[config.mk]
export PLATFORM = sky130hd
export DESIGN_NAME = frame_tx_top
export DESIGN_NICKNAME = d
export VERILOG_FILES = /design/src/rtl/frame_tx_pkg.sv /design/src/rtl/ftx_hold_stage.sv /design/src/rtl/ftx_frame_builder.sv /design/src/rtl/ftx_bit_timer.sv /design/src/rtl/ftx_shifter.sv /design/src/rtl/frame_tx_top.sv
export SDC_FILE = /design/constraint.sdc
export NUM_CORES = 1
export LEC_CHECK = 0
export CORE_MARGIN = 2
export CORE_UTILIZATION = 52
export DETAILED_ROUTE_END_ITERATION = 7
export GPL_TIMING_DRIVEN = 0
export HOLD_SLACK_MARGIN = 0.12
export PLACE_DENSITY = 0.77
export SLEW_MARGIN = 20
export SYNTH_ARGS = -nofsm -noshare
export SYNTH_HDL_FRONTEND = slang
export SYNTH_HIERARCHICAL = 1
export SYNTH_SLANG_ARGS = --single-unit
[constraint.sdc]
create_clock -name clk -period 2.6 [get_ports clk]
set_input_delay 0.65 -clock clk [delete_from_list [all_inputs] [get_ports clk]]
set_output_delay 0.65 -clock clk [all_outputs]
set_load 0.01 [all_outputs]
[src/rtl/frame_tx_pkg.sv]
package frame_tx_pkg;

    localparam int MAX_DATA = 8;
    localparam int MIN_DATA = 5;
    localparam int FRAME_W  = MAX_DATA + 4;
    localparam int IDX_W    = $clog2(FRAME_W);

    typedef struct packed {
        logic [1:0] wlen;
        logic       par_en;
        logic       even_sel;
        logic       sticky;
        logic       stop2;
    } line_ctl_t;

    typedef struct packed {
        logic [FRAME_W-1:0] bits;
        logic [IDX_W-1:0]   last;
    } frame_t;

    typedef enum logic {
        SH_IDLE = 1'b0,
        SH_SEND = 1'b1
    } shift_state_t;

    function automatic logic [IDX_W-1:0] data_count(input logic [1:0] wlen);
        return IDX_W'(wlen) + IDX_W'(MIN_DATA);
    endfunction

    function automatic logic parity_of(input logic [MAX_DATA-1:0] d,
                                       input line_ctl_t lc);
        logic acc;
        acc = 1'b0;
        for (int i = 0; i < MAX_DATA; i++) begin
            if (i < int'(data_count(lc.wlen)))
                acc = acc ^ d[i];
        end
        if (lc.sticky)
            return ~lc.even_sel;
        return acc ^ ~lc.even_sel;
    endfunction

endpackage

[src/rtl/ftx_hold_stage.sv]
module ftx_hold_stage
    import frame_tx_pkg::*;
#(
    parameter int W = MAX_DATA
) (
    input  logic         clk,
    input  logic         rst,
    input  logic [W-1:0] in_data,
    input  logic         in_valid,
    output logic         in_ready,
    input  logic         take,
    output logic         full,
    output logic [W-1:0] data_q
);
    logic accept;

    assign in_ready = !full;
    assign accept   = in_valid && in_ready;

    always_ff @(posedge clk) begin
        if (rst) begin
            full   <= 1'b0;
            data_q <= '0;
        end else if (accept) begin
            full   <= 1'b1;
            data_q <= in_data;
        end else if (take) begin
            full   <= 1'b0;
        end
    end
endmodule

[src/rtl/ftx_frame_builder.sv]
module ftx_frame_builder
    import frame_tx_pkg::*;
(
    input  logic [MAX_DATA-1:0] data,
    input  line_ctl_t           lc,
    output frame_t              frame
);
    logic [IDX_W-1:0]   n_bits;
    logic [IDX_W-1:0]   par_pos;
    logic               par_bit;
    logic [FRAME_W-1:0] bits_w;

    assign n_bits  = data_count(lc.wlen);
    assign par_pos = n_bits + IDX_W'(1);
    assign par_bit = parity_of(data, lc);

    for (genvar j = 0; j < FRAME_W; j++) begin : g_pos
        localparam logic [IDX_W-1:0] POS = IDX_W'(j);
        if (j == 0) begin : g_start
            assign bits_w[j] = 1'b0;
        end else if (j <= MAX_DATA) begin : g_data
            assign bits_w[j] = (POS <= n_bits)              ? data[j-1] :
                               (lc.par_en && POS == par_pos) ? par_bit   : 1'b1;
        end else begin : g_tail
            assign bits_w[j] = (lc.par_en && POS == par_pos) ? par_bit : 1'b1;
        end
    end

    assign frame.bits = bits_w;
    assign frame.last = n_bits + IDX_W'(lc.par_en) + IDX_W'(lc.stop2) + IDX_W'(1);
endmodule

[src/rtl/ftx_bit_timer.sv]
module ftx_bit_timer #(
    parameter int TICKS = 16
) (
    input  logic clk,
    input  logic rst,
    input  logic restart,
    input  logic run,
    input  logic tick,
    output logic bit_end
);
    localparam int CW = (TICKS > 1) ? $clog2(TICKS) : 1;
    localparam logic [CW-1:0] LAST = CW'(TICKS - 1);

    logic [CW-1:0] cnt;

    assign bit_end = run && tick && (cnt == LAST);

    always_ff @(posedge clk) begin
        if (rst || restart)
            cnt <= '0;
        else if (run && tick)
            cnt <= bit_end ? '0 : cnt + CW'(1);
    end
endmodule

[src/rtl/ftx_shifter.sv]
module ftx_shifter
    import frame_tx_pkg::*;
(
    input  logic   clk,
    input  logic   rst,
    input  logic   load_req,
    input  frame_t frame_in,
    input  logic   bit_end,
    output logic   take,
    output logic   busy,
    output logic   line_out
);
    shift_state_t     state;
    frame_t           frame_q;
    logic [IDX_W-1:0] idx;
    logic             last_bit;

    assign busy     = (state == SH_SEND);
    assign last_bit = busy && bit_end && (idx == frame_q.last);
    assign take     = load_req && (!busy || last_bit);
    assign line_out = busy ? frame_q.bits[idx] : 1'b1;

    always_ff @(posedge clk) begin
        if (rst) begin
            state   <= SH_IDLE;
            frame_q <= '0;
            idx     <= '0;
        end else if (take) begin
            state   <= SH_SEND;
            frame_q <= frame_in;
            idx     <= '0;
        end else if (last_bit) begin
            state   <= SH_IDLE;
            idx     <= '0;
        end else if (busy && bit_end) begin
            idx     <= idx + IDX_W'(1);
        end
    end
endmodule

[src/rtl/frame_tx_top.sv]
module frame_tx_top
    import frame_tx_pkg::*;
#(
    parameter int TICKS_PER_BIT = 16
) (
    input  logic                clk,
    input  logic                rst,
    input  logic                tick,
    input  logic [1:0]          lc_wlen,
    input  logic                lc_par_en,
    input  logic                lc_even,
    input  logic                lc_sticky,
    input  logic                lc_stop2,
    input  logic                lc_break,
    input  logic [MAX_DATA-1:0] in_data,
    input  logic                in_valid,
    output logic                in_ready,
    output logic                txd,
    output logic                tx_empty
);
    line_ctl_t           lc;
    frame_t              frame_next;
    logic                hold_full;
    logic [MAX_DATA-1:0] hold_data;
    logic                take;
    logic                shift_busy;
    logic                bit_end;
    logic                line_raw;

    assign lc = '{wlen: lc_wlen, par_en: lc_par_en, even_sel: lc_even,
                  sticky: lc_sticky, stop2: lc_stop2};

    ftx_hold_stage #(.W(MAX_DATA)) u_hold (
        .clk      (clk),
        .rst      (rst),
        .in_data  (in_data),
        .in_valid (in_valid),
        .in_ready (in_ready),
        .take     (take),
        .full     (hold_full),
        .data_q   (hold_data)
    );

    ftx_frame_builder u_build (
        .data  (hold_data),
        .lc    (lc),
        .frame (frame_next)
    );

    ftx_bit_timer #(.TICKS(TICKS_PER_BIT)) u_timer (
        .clk     (clk),
        .rst     (rst),
        .restart (take),
        .run     (shift_busy),
        .tick    (tick),
        .bit_end (bit_end)
    );

    ftx_shifter u_shift (
        .clk      (clk),
        .rst      (rst),
        .load_req (hold_full),
        .frame_in (frame_next),
        .bit_end  (bit_end),
        .take     (take),
        .busy     (shift_busy),
        .line_out (line_raw)
    );

    assign txd      = lc_break ? 1'b0 : line_raw;
    assign tx_empty = !hold_full && !shift_busy;
endmodule

* Word-level counts from Yosys, hierarchy flattened
Index checks and enable logic that the tools add are counted.
Storage, ports and cells: flip-flop bits (word level) 33, output and inout port bits 3, word-level logic and storage cells 117
Operators by class: $add $sub $neg 7, order comparisons 17, equal/unequal tests 13, multiplexer cells 39, bitwise gates (word level) 9, reductions and logical operators 25
Operators with widths (number):
- 1-bit two-way mux | 37
- 1-bit logical AND | 18
- 4-bit by 1-bit adder with 4-bit output, second input constant | 4
- 3-bit by 4-bit equality test with 1-bit output, first input constant | 4
- 4-bit equality test, first input constant | 4
- 3-bit by 4-bit less-or-equal comparator with 1-bit output, first input constant | 4
- 3-bit by 4-bit less-than comparator with 1-bit output, first input constant | 4
- 4-bit by 1-bit adder with 4-bit output | 2
- 2-bit by 4-bit equality test with 1-bit output, first input constant | 2
- 2-bit by 4-bit less-or-equal comparator with 1-bit output, first input constant | 2
- 1-bit by 4-bit less-than comparator with 1-bit output, first input constant | 2
- 2-bit by 4-bit less-than comparator with 1-bit output, first input constant | 2
- 1-bit bitwise XOR | 8
- 4-bit by 5-bit less-than comparator with 1-bit output, second input constant | 1
- 2-bit by 3-bit adder with 4-bit output, second input constant | 1
- 1-bit binary-select mux with 4-bit select | 1
- 1-bit by 4-bit equality test with 1-bit output, first input constant | 1
- 4-bit equality test | 1
- 4-bit equality test, second input constant | 1
- 1-bit by 4-bit less-or-equal comparator with 1-bit output, first input constant | 1
- 4-bit less-or-equal comparator, first input constant | 1
- 4-bit two-way mux | 1
- 2-bit nonzero test | 2
- 3-bit OR reduction | 1
- 3 further kinds | 5

* Depth between registers and ports, before layout
Gate-level depths: netlist of run 1.
depth after elaboration 21, mapped depth 11

* Cells and area by module
The synthesis of run 1 kept the hierarchy.
By module, submodules not included:
- ftx_shifter | instances 1, cells an instance 108, area each 1033.5 um^2
- ftx_frame_builder | instances 1, cells an instance 68, area each 553.0 um^2
- ftx_hold_stage | instances 1, cells an instance 39, area each 430.4 um^2
- ftx_bit_timer | instances 1, cells an instance 22, area each 201.4 um^2
- frame_tx_top | instances 1, cells an instance 2, area each 17.5 um^2

* Least setup slack after synthesis of run 1
OpenSTA, ideal clock, no wires.
path type input -> register, start in lc_wlen[0], end reg u_shift/frame_q[12] in the netlist's numbering, library setup time 0.072 ns, arrival time 2.531 ns, slack -0.003 ns, cell stages on the path 10, cell sequence ha_1 inv_1 ha_1 nand2b_1 xnor2_1 xnor3_2 or2_4 a221oi_2 nand2_1 mux2i_1
RTL lines:
- start: declaration | line frame_tx_top.sv:9 | input logic [1:0] lc_wlen,
- end signal: assignment | line ftx_shifter.sv:30 | frame_q <= frame_in;
- end: declaration | line ftx_shifter.sv:14 | frame_t frame_q;

==> flow_summary_export.csv, run 1 <==
group,metric,value,unit
status,status,"finished clean",
clock_network,cts.htree.levels,2,
layout,fillers,349,
place,pre_cts_slack,-855,ps
sta,fin_ws,135,ps
routing,wl,4220,um
yosys,netlist_area,2240,um2
critical_path,crit_buf_inv,4,
sta,clock_skew,5.69,ps
grt,overflow,0,
grt,grt_pass1_wl,7490,um
layout,seq_area,682,um2
yosys,ys_seq_area_share,30.4,%
pwr,p_leak,1.04,nW
clock_network,worst_skew_pair.late_latency,290,ps
grt,grt_start_max_net_pins,15,
critical_path,path_cells,"buf_2 -> inv_2 -> ha_1 -> inv_1 -> ha_1 -> nand2b_1 -> xnor2_1 -> xnor3_2 -> buf_4 -> nor3_1 -> o2111ai_1 -> nand2_1 -> mux2i_1",
place,io_buffer_count,21,
layout,utilization,65.1,%
critical_path,worstSetupPathType,"input port to register",
sta,setup_viol,0,
layout,layout.nets,306,
clock_network,hold_buffers,0,
critical_path,cp_max_fo,5,
grt,grt_pass1_vias,1687,
routing,drt_pass1_iterations,5,
routing,drc,0,
routing,viasPerCell,5.42,
critical_path,max_stage_delay,330,ps
critical_path,cpMostUsedCell,"ha_1",
floorplanning,die-area,4840,um2
sta,min_period,2470,ps
floorplanning,die_y,69.6,um
pwr,p_per_area,488,nW/um2
yosys,synth_top_area_cell,"dfxtp_1",
critical_path,arrival,2650,ps
place,finalWeightedCongestion,0.807,
hold_path,hold_class,"register to register",
clock_network,cts_made_buffers,5,
grt,antenna_found_initial,0,
critical_path,crit_slowest_cell,"xnor3_2",
grt,track_usage,19.1,%
clock_network,cts_root_buf,"clkbuf_8",
layout,antenna_cells,0,
routing,wire_per_inst,13.1,um
sta,tns,0,ps
critical_path,crit_path_end_kind,"register",
clock_network,ctsLongestPathBuffers,2,
layout,drive_above_1_share,17.9,%
sta,drv_slew,0,
floorplanning,die_w,69.6,um
layout,syn_to_final_growth,18.2,%
yosys,synth_cells,239,
critical_path,startpoint_type,"input port",
pwr,ir_drop,321,uV
yosys,yosysWarnings,6,
place,dpl.hpwl,3100,um
clock_network,cts.sinks,34,
clock_network,cts.clk_slew.worst_paths,70,ps
floorplanning,initial_utilization,55.1,%
routing,antenna_left,0,
layout,multi_input_area,1410,um2
routing,num_vias,1752,
sta,grt_setup_unrepaired,"false",
yosys,syn_avg_cell_area,9.36,um2
sta,fmax,0.406,GHz
clock_network,cts_tree,"done",
yosys,synth.area.top_cells,"dfxtp_1 (30%), mux2i_1 (8.1%), ha_1 (7.8%)",
sta,finalHoldViolCount,0,
yosys,synth_nets,273,
sta,post-route-period-util,94.8,%
run,cap_violations,0,
critical_path,cp_data_required_time,2780,ps
pwr,p_total,1.29,mW
yosys,synth_top_area_share,30.4,%
routing,drtIter0Drc,55,
yosys,synth.distinct_cells,47,
floorplanning,io_pins,22,
critical_path,crit_family,"simple AND/OR/NAND/NOR gates",
floorplanning,coreArea,4060,um2
floorplanning,num_rows,23,
sta,fin_hold_ws,459,ps
yosys,ys_seq_elements,34,
==> state kept, by name (all words and copies together), names as in the netlist <==
register and cells:
u_hold/data_q 8, u_shift/frame_q 16, u_hold/full 1, u_shift/busy 1
u_shift/idx 4, u_timer/cnt 4
==> synth_stat cells, drive strengths merged <==
| library cell | n |
|---|---|
| xnor2 | 9 |
| xnor3 | 1 |
| clkbuf | 5 |
| or2 | 1 |
| or3 | 1 |
| nand4 | 1 |
| o221ai | 1 |
| o2111ai | 3 |
| nor2 | 10 |
| fa | 1 |
| ha | 14 |
| o211ai | 2 |
| a221oi | 1 |
| o221a | 1 |
| nor3 | 6 |
| a211o | 1 |
| and2b | 1 |
| nand4bb | 8 |
| conb | 1 |
| xor2 | 5 |
| o21a | 1 |
| nand2b | 9 |
| a311o | 1 |
| buf | 9 |
| o21ai | 10 |
| inv | 15 |
| a21oi | 3 |
| nand4b | 2 |
| dfxtp | 34 |
| mux4 | 3 |
| nand2 | 40 |
| and3 | 1 |
| and4 | 2 |
| nand3 | 5 |
| nor2b | 4 |
| mux2i | 18 |
| a211oi | 5 |
| o22ai | 1 |
| nand3b | 3 |
==> worst reg2reg max path, cell delays in order, from the launching register on <==
cell	delay, ps
dfxtp_1	370
xor2_1	200
xnor2_1	160
xnor3_2	500
buf_4	160
nor3_1	240
o2111ai_1	170
nand2_1	100
mux2i_1	70
==> metal layers <==
layer / vias up / GRT usage [%] / routed length [um]
met4: 0 / 6.54 / 75
li1: 895 / - / -
met2: 38 / 30.9 / 1990
met1: 811 / 24.6 / 1980
met3: 8 / 4.94 / 167
met5: - / 0 / 0
==> cell usage in the layout (no fill, tap or decap), types with 3 or more instances in the layout <==
master,count
nand2_1,39
dfxtp_1,33
clkdlybuf4s50_1,18
mux2i_1,18
inv_1,14
ha_1,13
nor2_1,10
buf_4,10
nand2b_1,9
xnor2_1,9
nand4bb_1,8
o21ai_2,8
clkbuf_8,6
clkbuf_1,6
nor3_1,6
xor2_1,5
nand3_1,4
nor2b_1,3
a211oi_2,3
nand3b_1,3
o2111ai_1,3
buf_6,3
a21oi_1,3
==> final timing paths <==
path                                   startpoint                          endpoint  slack [ps]  cells past startpoint
setup / recovery                       lc_wlen[0]  u_shift/frame_q[14]$_SDFFE_PP0P_         130                     13
setup reg to reg    u_hold/data_q[0]$_SDFFE_PP0P_  u_shift/frame_q[14]$_SDFFE_PP0P_         520                      8
hold / removal    u_shift/frame_q[8]$_SDFFE_PP0P_   u_shift/frame_q[8]$_SDFFE_PP0P_         460                      2
hold reg to reg   u_shift/frame_q[8]$_SDFFE_PP0P_   u_shift/frame_q[8]$_SDFFE_PP0P_         460                      2
==> repair_timing <==
action / in CTS / in global routing
resized for setup: 12 / 5
hold endpoints to repair: 0 / 0
setup buffers: 3 / 2
endpoints found under the setup margin: 8 / 5
gates cloned: 0 / 0
pin swaps: 1 / 2
==> layout make-up <==
| cell class | instances | share of cell area (%) |
|---|---|---|
| tap | 50 | 2.37 |
| inverter | 15 | 2.13 |
| sequential | 34 | 25.8 |
| buffer | 14 | 4.17 |
| clock inverter | 1 | 0.189 |
| multi-input combinational | 176 | 53.3 |
| clock buffer | 7 | 3.27 |
| timing repair buffer | 26 | 8.81 |
==> per-stage QoR <==
stage          cell area (um2)  std cells
3_5_place_dp              2510        310
6_report                  2640        323
4_1_cts                   2640        321
2_1_floorplan             2240        239
3_3_place_gp              2510        310
5_1_grt                   2640        323
==> cells by family (layout without fill, tap and decap cells) <==
group	Yosys count	in the layout	synth area share, %
buffers and inverters	29	63	7.44
AO/OA/AOI/OAI	30	30	11.4
other	1	1	0.168
AND/OR/NAND/NOR	94	94	23.7
adder cells (fa/ha/maj)	15	15	8.73
multiplexers	21	21	11.6
flip-flops	34	34	30.4
XOR/XNOR	15	15	6.55
==> power breakdown <==
part           leakage, nW  total [mW]  switching, mW  internal (mW)
Clock               0.0482       0.401          0.187          0.213
Sequential           0.278       0.575         0.0246          0.551
Combinational        0.712       0.312          0.147          0.166
Total                 1.04        1.29          0.359          0.930
Power figures use the tool's default switching activity.
==> run 2, diff against run 1 <==
--- a/config.mk
+++ b/config.mk
@@ -6,13 +6,12 @@
 export NUM_CORES = 1
 export LEC_CHECK = 0
 export CORE_MARGIN = 2
-export CORE_UTILIZATION = 52
+export CORE_UTILIZATION = 50
 export DETAILED_ROUTE_END_ITERATION = 7
 export GPL_TIMING_DRIVEN = 0
 export HOLD_SLACK_MARGIN = 0.12
-export PLACE_DENSITY = 0.77
+export PLACE_DENSITY = 0.75
 export SLEW_MARGIN = 20
 export SYNTH_ARGS = -nofsm -noshare
 export SYNTH_HDL_FRONTEND = slang
-export SYNTH_HIERARCHICAL = 1
 export SYNTH_SLANG_ARGS = --single-unit
==> flow_summary_export.csv, run 2 <==
group,metric,value,unit
routing,wl,3750,um
layout,antenna_cells,0,
clock_network,cts.htree.levels,2,
yosys,netlist_area,1860,um2
place,dpl.hpwl,2720,um
floorplanning,io_pins,22,
layout,layout_common_cells,"nor2_1 (31), dfxtp_1 (31), clkdlybuf4s50_1 (18)",
layout,drive_above_1_share,12.4,%
pwr,seqPwrFrac,43.2,%
floorplanning,die_w,64.9,um
yosys,syn_avg_cell_area,8.88,um2
critical_path,cp_data_required_time,1950,ps
yosys,ys.flop_type,"dfxtp_1",
sta,clock_skew,8.20,ps
clock_network,cts.sinks,33,
run,cap_violations,0,
sta,tightest_slew,548,ps
yosys,yosysMostFrequentCell,"dfxtp_1",
floorplanning,coreArea,3610,um2
critical_path,cp_max_fo,6,
layout,largest_register_ffs,15,
place,io_buffer_count,21,
layout,final_cells,290,
yosys,ys_seq_area_share,35.6,%
clock_network,hold_buffers,0,
pwr,p_clk_share,38.5,%
clock_network,cts_made_buffers,5,
pwr,internal_power,0.963,mW
clock_network,cts.clk_slew.worst_paths,70,ps
place,finalWeightedCongestion,0.842,
routing,drtIter0Drc,87,
floorplanning,initial_utilization,51.5,%
yosys,synth.area.top_cells,"dfxtp_1 (36%), ha_1 (9.4%), mux2i_1 (7.0%)",
sta,drv_slew,0,
pwr,p_leak,0.934,nW
yosys,synth_nets,243,
status,status,"finished clean",
layout,final_cell_area,2300,um2
routing,num_vias,1508,
yosys,synth_edf_count,0,
yosys,synthTopCellsByCount,"dfxtp_1 (33), nor2_1 (31), inv_1 (16)",
place,post-place-cells,278,
yosys,synth-async-reset-ratio,0,%
clock_network,ctsLongestPathBuffers,2,
yosys,synth_cells,209,
routing,drc,0,
grt,grt_pass1_wl,6220,um
routing,drt_pass1_iterations,4,
yosys,yosysWarnings,0,
routing,antenna_left,0,
pwr,pwr-share-comb,18.3,%
floorplanning,die_y,64.9,um
grt,grt_pass1_vias,1333,
pwr,p_per_area,556,nW/um2
grt,track_usage,19.5,%
sta,min_period,2500,ps
routing,wire_per_inst,12.9,um
pwr,p_sw,0.318,mW
layout,layout.nets,275,
pwr,swShare,24.8,%
grt,overflow,0,
yosys,ys_seq_elements,33,
sta,grt_setup_unrepaired,"false",
yosys,synth_top_area_cell,"dfxtp_1",
layout,reg_top3,"u_shift.frame_q x15, u_hold.data_q x8",
sta,finalHoldViolCount,0,
sta,setup_viol,0,
floorplanning,die-area,4210,um2
hold_path,hold_class,"register to register",
sta,slew-limit-headroom,63.4,%
routing,viasPerCell,5.20,
yosys,synth_top_area_share,35.6,%
yosys,synth.distinct_cells,35,
clock_network,cts_tree,"done",
clock_network,cts_root_buf,"clkbuf_8",
clock_network,worst_skew_pair.late_latency,280,ps
sta,post-route-period-util,96.2,%
grt,antenna_found_initial,0,
critical_path,worstSetupPathType,"register to output pin",
layout,syn_to_final_growth,24.1,%
critical_path,startpoint_type,"register",
layout,fillers,314,
sta,fmax,0.400,GHz
layout,registers.top_by_ff_count,"u_shift.frame_q",
floorplanning,num_rows,22,
pwr,ir_drop,254,uV
place,place_area,2130,um2
critical_path,crit_path_end_kind,"output pin",
critical_path,arrival,1850,ps
grt,grt_start_max_net_pins,11,
==> run 2: cell count changes after synthesis, sizes merged, moves of 3 or more <==
cell | before | now
o32ai | 0 | 3
a21oi | 3 | 10
o21ai | 10 | 7
xor2 | 5 | 8
nand2b | 9 | 2
or4 | 0 | 3
buf | 9 | 5
nor2 | 10 | 32
o31ai | 0 | 3
nand3 | 5 | 2
nand4bb | 8 | 0
nand3b | 3 | 0
mux2i | 18 | 13
nand2 | 40 | 13
==> run 2: cell type report <==
class / instances / area [um2] / share of cell area (%)
buffer: 9 / 60.1 / 2.61
sequential: 33 / 663 / 28.8
clock inverter: 1 / 30.0 / 1.30
inverter: 16 / 60.1 / 2.61
tap: 48 / 60.1 / 2.61
multi-input combinational: 150 / 1110 / 48.0
clock buffer: 7 / 86.3 / 3.75
timing repair buffer: 26 / 238 / 10.3
==> run 2: power groups by stage <==
stage               combinational, mW  sequential [mW]  clock (mW)
floorplan                       0.155            0.559           0
global placement                0.225            0.564           0
detailed placement              0.229            0.565           0
CTS                             0.231            0.554       0.498
global route                    0.261            0.557       0.526
finish                          0.235            0.554       0.493
==> run 2: cell families (layout without fill, tap and decap cells) <==
| group | count (synthesis) | in the layout | share of synthesized area (%) |
|---|---|---|---|
| adder cells (fa/ha/maj) | 15 | 15 | 10.5 |
| buffers and inverters | 26 | 59 | 5.93 |
| flip-flops | 33 | 33 | 35.6 |
| XOR/XNOR | 16 | 16 | 8.29 |
| multiplexers | 16 | 16 | 10.0 |
| AO/OA/AOI/OAI | 34 | 34 | 11.8 |
| AND/OR/NAND/NOR | 69 | 69 | 17.8 |
==> run 2: worst paths after layout <==
check	start	to	slack [ps]	depth (start not counted)
worst min-delay path	u_shift.frame_q[10]$_SDFFE_PP0P_	u_shift.frame_q[10]$_SDFFE_PP0P_	470	2
worst max register to register	u_hold.data_q[3]$_SDFFE_PP0P_	u_shift.frame_q[12]$_SDFFE_PP0P_	480	6
worst min register to register	u_shift.frame_q[10]$_SDFFE_PP0P_	u_shift.frame_q[10]$_SDFFE_PP0P_	470	2
worst max-delay path	u_shift.idx[0]$_SDFFE_PP0P_	txd	100	7
==> run 2: metal layers <==
metal  track usage [%]  share of wire [%]  wire length, um
met1              26.1                 46             1740
met2              29.8                 46             1720
met3              5.38                6.5              244
met4              7.18                1.1               40
met5                 0                  0                0
==> run 2: per-stage QoR <==
stage | utilization [%] | setup WS, ps | TNS, ps | power, mW | hold slack [ps]
after global placement | 59.0 | -638 | -5360 | 0.789 | 443
after CTS | 62.7 | 1.62 | 0 | 1.28 | 471
after floorplan | - | 138 | 0 | 0.714 | 433
final | 63.9 | 98.9 | 0 | 1.28 | 467
after detailed placement | 59.0 | -693 | -5850 | 0.794 | 454
after global routing | 63.9 | 10.2 | 0 | 1.34 | 509
==> run 2: repair_timing <==
item / in CTS / in global routing
endpoints found under the setup margin: 8 / 15
setup buffers: 0 / 5
pin swaps: 0 / 3
gates resized for setup: 13 / 10
==> run 2: worst max-delay path, stage by stage, from the launching register on <==
cell and delay (ps):
dfxtp_2 350, buf_8 120, mux4_2 490, nand2_1 70, o21ai_0 70, o21ai_1 160, a21oi_1 80, clkdlybuf4s15_1 230
==> run 3, diff against run 2 <==
--- a/config.mk
+++ b/config.mk
@@ -6,12 +6,12 @@
 export NUM_CORES = 1
 export LEC_CHECK = 0
 export CORE_MARGIN = 2
-export CORE_UTILIZATION = 50
+export CORE_UTILIZATION = 52
 export DETAILED_ROUTE_END_ITERATION = 7
+export DONT_BUFFER_PORTS = 1
 export GPL_TIMING_DRIVEN = 0
 export HOLD_SLACK_MARGIN = 0.12
-export PLACE_DENSITY = 0.75
-export SLEW_MARGIN = 20
+export PLACE_DENSITY = 0.7
 export SYNTH_ARGS = -nofsm -noshare
 export SYNTH_HDL_FRONTEND = slang
 export SYNTH_SLANG_ARGS = --single-unit
==> flow_summary_export.csv, run 3 (synthesis gave the netlist of run 2 again) <==
group,metric,value,unit
layout,antenna_cells,0,
clock_network,cts_setup_buffers,0,
sta,grt_setup_unrepaired,"false",
sta,tns,0,ps
routing,num_vias,1478,
layout,final_cell_area,2010,um2
floorplanning,die-area,4060,um2
clock_network,cts_tree,"done",
pwr,p_per_area,571,nW/um2
pwr,internal_power,0.846,mW
layout,registers.top_by_ff_count,"u_shift.frame_q",
pwr,p_leak,0.810,nW
pwr,p_sw,0.299,mW
critical_path,crit_slowest_cell,"mux4_2",
routing,m1WireLength,1650,um
layout,layout_common_cells,"dfxtp_1 (33), nor2_1 (31), inv_1 (16)",
place,place_area,1920,um2
pwr,p_total,1.14,mW
sta,tightest_slew,547,ps
pwr,seqPwrFrac,48.4,%
routing,drt_pass1_iterations,4,
place,io_buffer_count,0,
critical_path,arrival,1820,ps
clock_network,ctsLongestPathBuffers,2,
grt,overflow,0,
critical_path,startpoint_type,"register",
critical_path,crit_family,"multiplexers",
layout,drive_above_1_share,8.29,%
clock_network,worst_skew_pair.late_latency,340,ps
clock_network,cts.htree.levels,2,
floorplanning,num_rows,21,
routing,drc,0,
routing,wire_per_inst,14.3,um
critical_path,max_stage_delay,500,ps
routing,routed-wl-met2,1750,um
clock_network,cts.sinks,33,
critical_path,crit_path_end_kind,"output pin",
place,finalWeightedCongestion,0.816,
pwr,pwr-share-comb,16.5,%
layout,syn_to_final_growth,8.09,%
grt,antenna_found_initial,0,
routing,wl_met3,233,um
routing,antenna_left,0,
place,dpl.hpwl,2920,um
sta,slew-limit-headroom,63.6,%
pwr,p_clk_share,35.1,%
critical_path,worstSetupPathType,"register to output pin",
routing,wl,3770,um
floorplanning,die_w,63.7,um
clock_network,hold_buffers,0,
clock_network,cts.clk_slew.worst_paths,100,ps
layout,reg_top3,"u_shift.frame_q x15, u_hold.data_q x8",
critical_path,cp_max_fo,7,
sta,post-route-period-util,95.1,%
routing,viasPerCell,5.62,
layout,layout_commonest_cell,"dfxtp_1",
run,cap_violations,0,
pwr,swShare,26.1,%
sta,clock_skew,8.85,ps
floorplanning,io_pins,22,
routing,drtIter0Drc,80,
grt,track_usage,20.2,%
layout,layout.nets,250,
critical_path,crit_buf_inv,1,
grt,grt_pass1_vias,1448,
sta,drv_slew,0,
place,pre_cts_slack,-75.6,ps
critical_path,path_cells,"clkbuf_4 -> mux4_2 -> nand2_1 -> o21ai_0 -> o21ai_1 -> a21oi_1",
routing,top_layer,"met4",
clock_network,cts_root_buf,"clkbuf_4",
critical_path,cp_data_required_time,1950,ps
hold_path,hold_class,"input port to register",
floorplanning,initial_utilization,54.7,%
status,status,"finished clean",
sta,min_period,2470,ps
sta,fmax,0.404,GHz
floorplanning,coreArea,3390,um2
sta,setup_viol,0,
pwr,ir_drop,293,uV
grt,grt_start_max_net_pins,11,
clock_network,cts_made_buffers,5,
floorplanning,die_y,63.7,um
sta,fin_ws,126,ps
sta,finalHoldViolCount,0,
grt,grt_pass1_wl,6350,um
layout,largest_register_ffs,15,
-- run 3: changes by cell type in the layout (fill, tap and decap cells not counted), sizes merged --
cell / delta
buf: -6
clkdlybuf4s15: -1
clkdlybuf4s50: -18
-- run 3: layer usage --
metal / track usage [%] / vias to the layer above
met5: 0 / -
met4: 12.0 / 0
met3: 6.34 / 15
met2: 31.6 / 45
met1: 24.2 / 686
li1: - / 732
-- run 3: stage by stage --
step	hold WS, ps	utilization (%)	std cells
5_1_grt	449	59.2	263
6_report	452	59.2	263
2_1_floorplan	433	-	209
3_5_place_dp	456	56.5	255
3_3_place_gp	449	56.5	255
4_1_cts	442	59.1	263
-- run 3: final timing paths --
kind | endpoint | slack (ps) | depth (start not counted) | start
worst max-delay path | txd | 130 | 6 | u_shift.idx[0]$_SDFFE_PP0P_
worst min-delay path | u_hold.data_q[7]$_SDFFE_PP0P_ | 450 | 2 | in_data[7]
worst max register to register | u_shift.frame_q[12]$_SDFFE_PP0P_ | 330 | 9 | u_timer.cnt[0]$_SDFFE_PP0P_
worst min register to register | u_shift.frame_q[10]$_SDFFE_PP0P_ | 470 | 2 | u_shift.frame_q[10]$_SDFFE_PP0P_
-- run 3: layout make-up --
class,count,area [um2]
Multi-Input combinational cell,150,1090
Buffer,10,55.1
Inverter,16,60.1
Sequential cell,33,661
Clock buffer,7,55.1
Clock inverter,1,30.0
Fill cell,298,1380
Tap cell,46,57.6
-- run 3: power by group through the flow --
stage / clock network [mW] / registers, mW / logic [mW]
2_1_floorplan: 0 / 0.559 / 0.155
3_3_place_gp: 0 / 0.564 / 0.181
3_5_place_dp: 0 / 0.566 / 0.190
4_1_cts: 0.409 / 0.554 / 0.191
5_1_grt: 0.429 / 0.558 / 0.213
6_report: 0.401 / 0.554 / 0.189
-- run 3: repair_timing --
action / CTS / global route
hold endpoints to repair: 0 / 0
gates resized for setup: 2 / 3
endpoints found under the setup margin: 1 / 1
cloned: 0 / 0
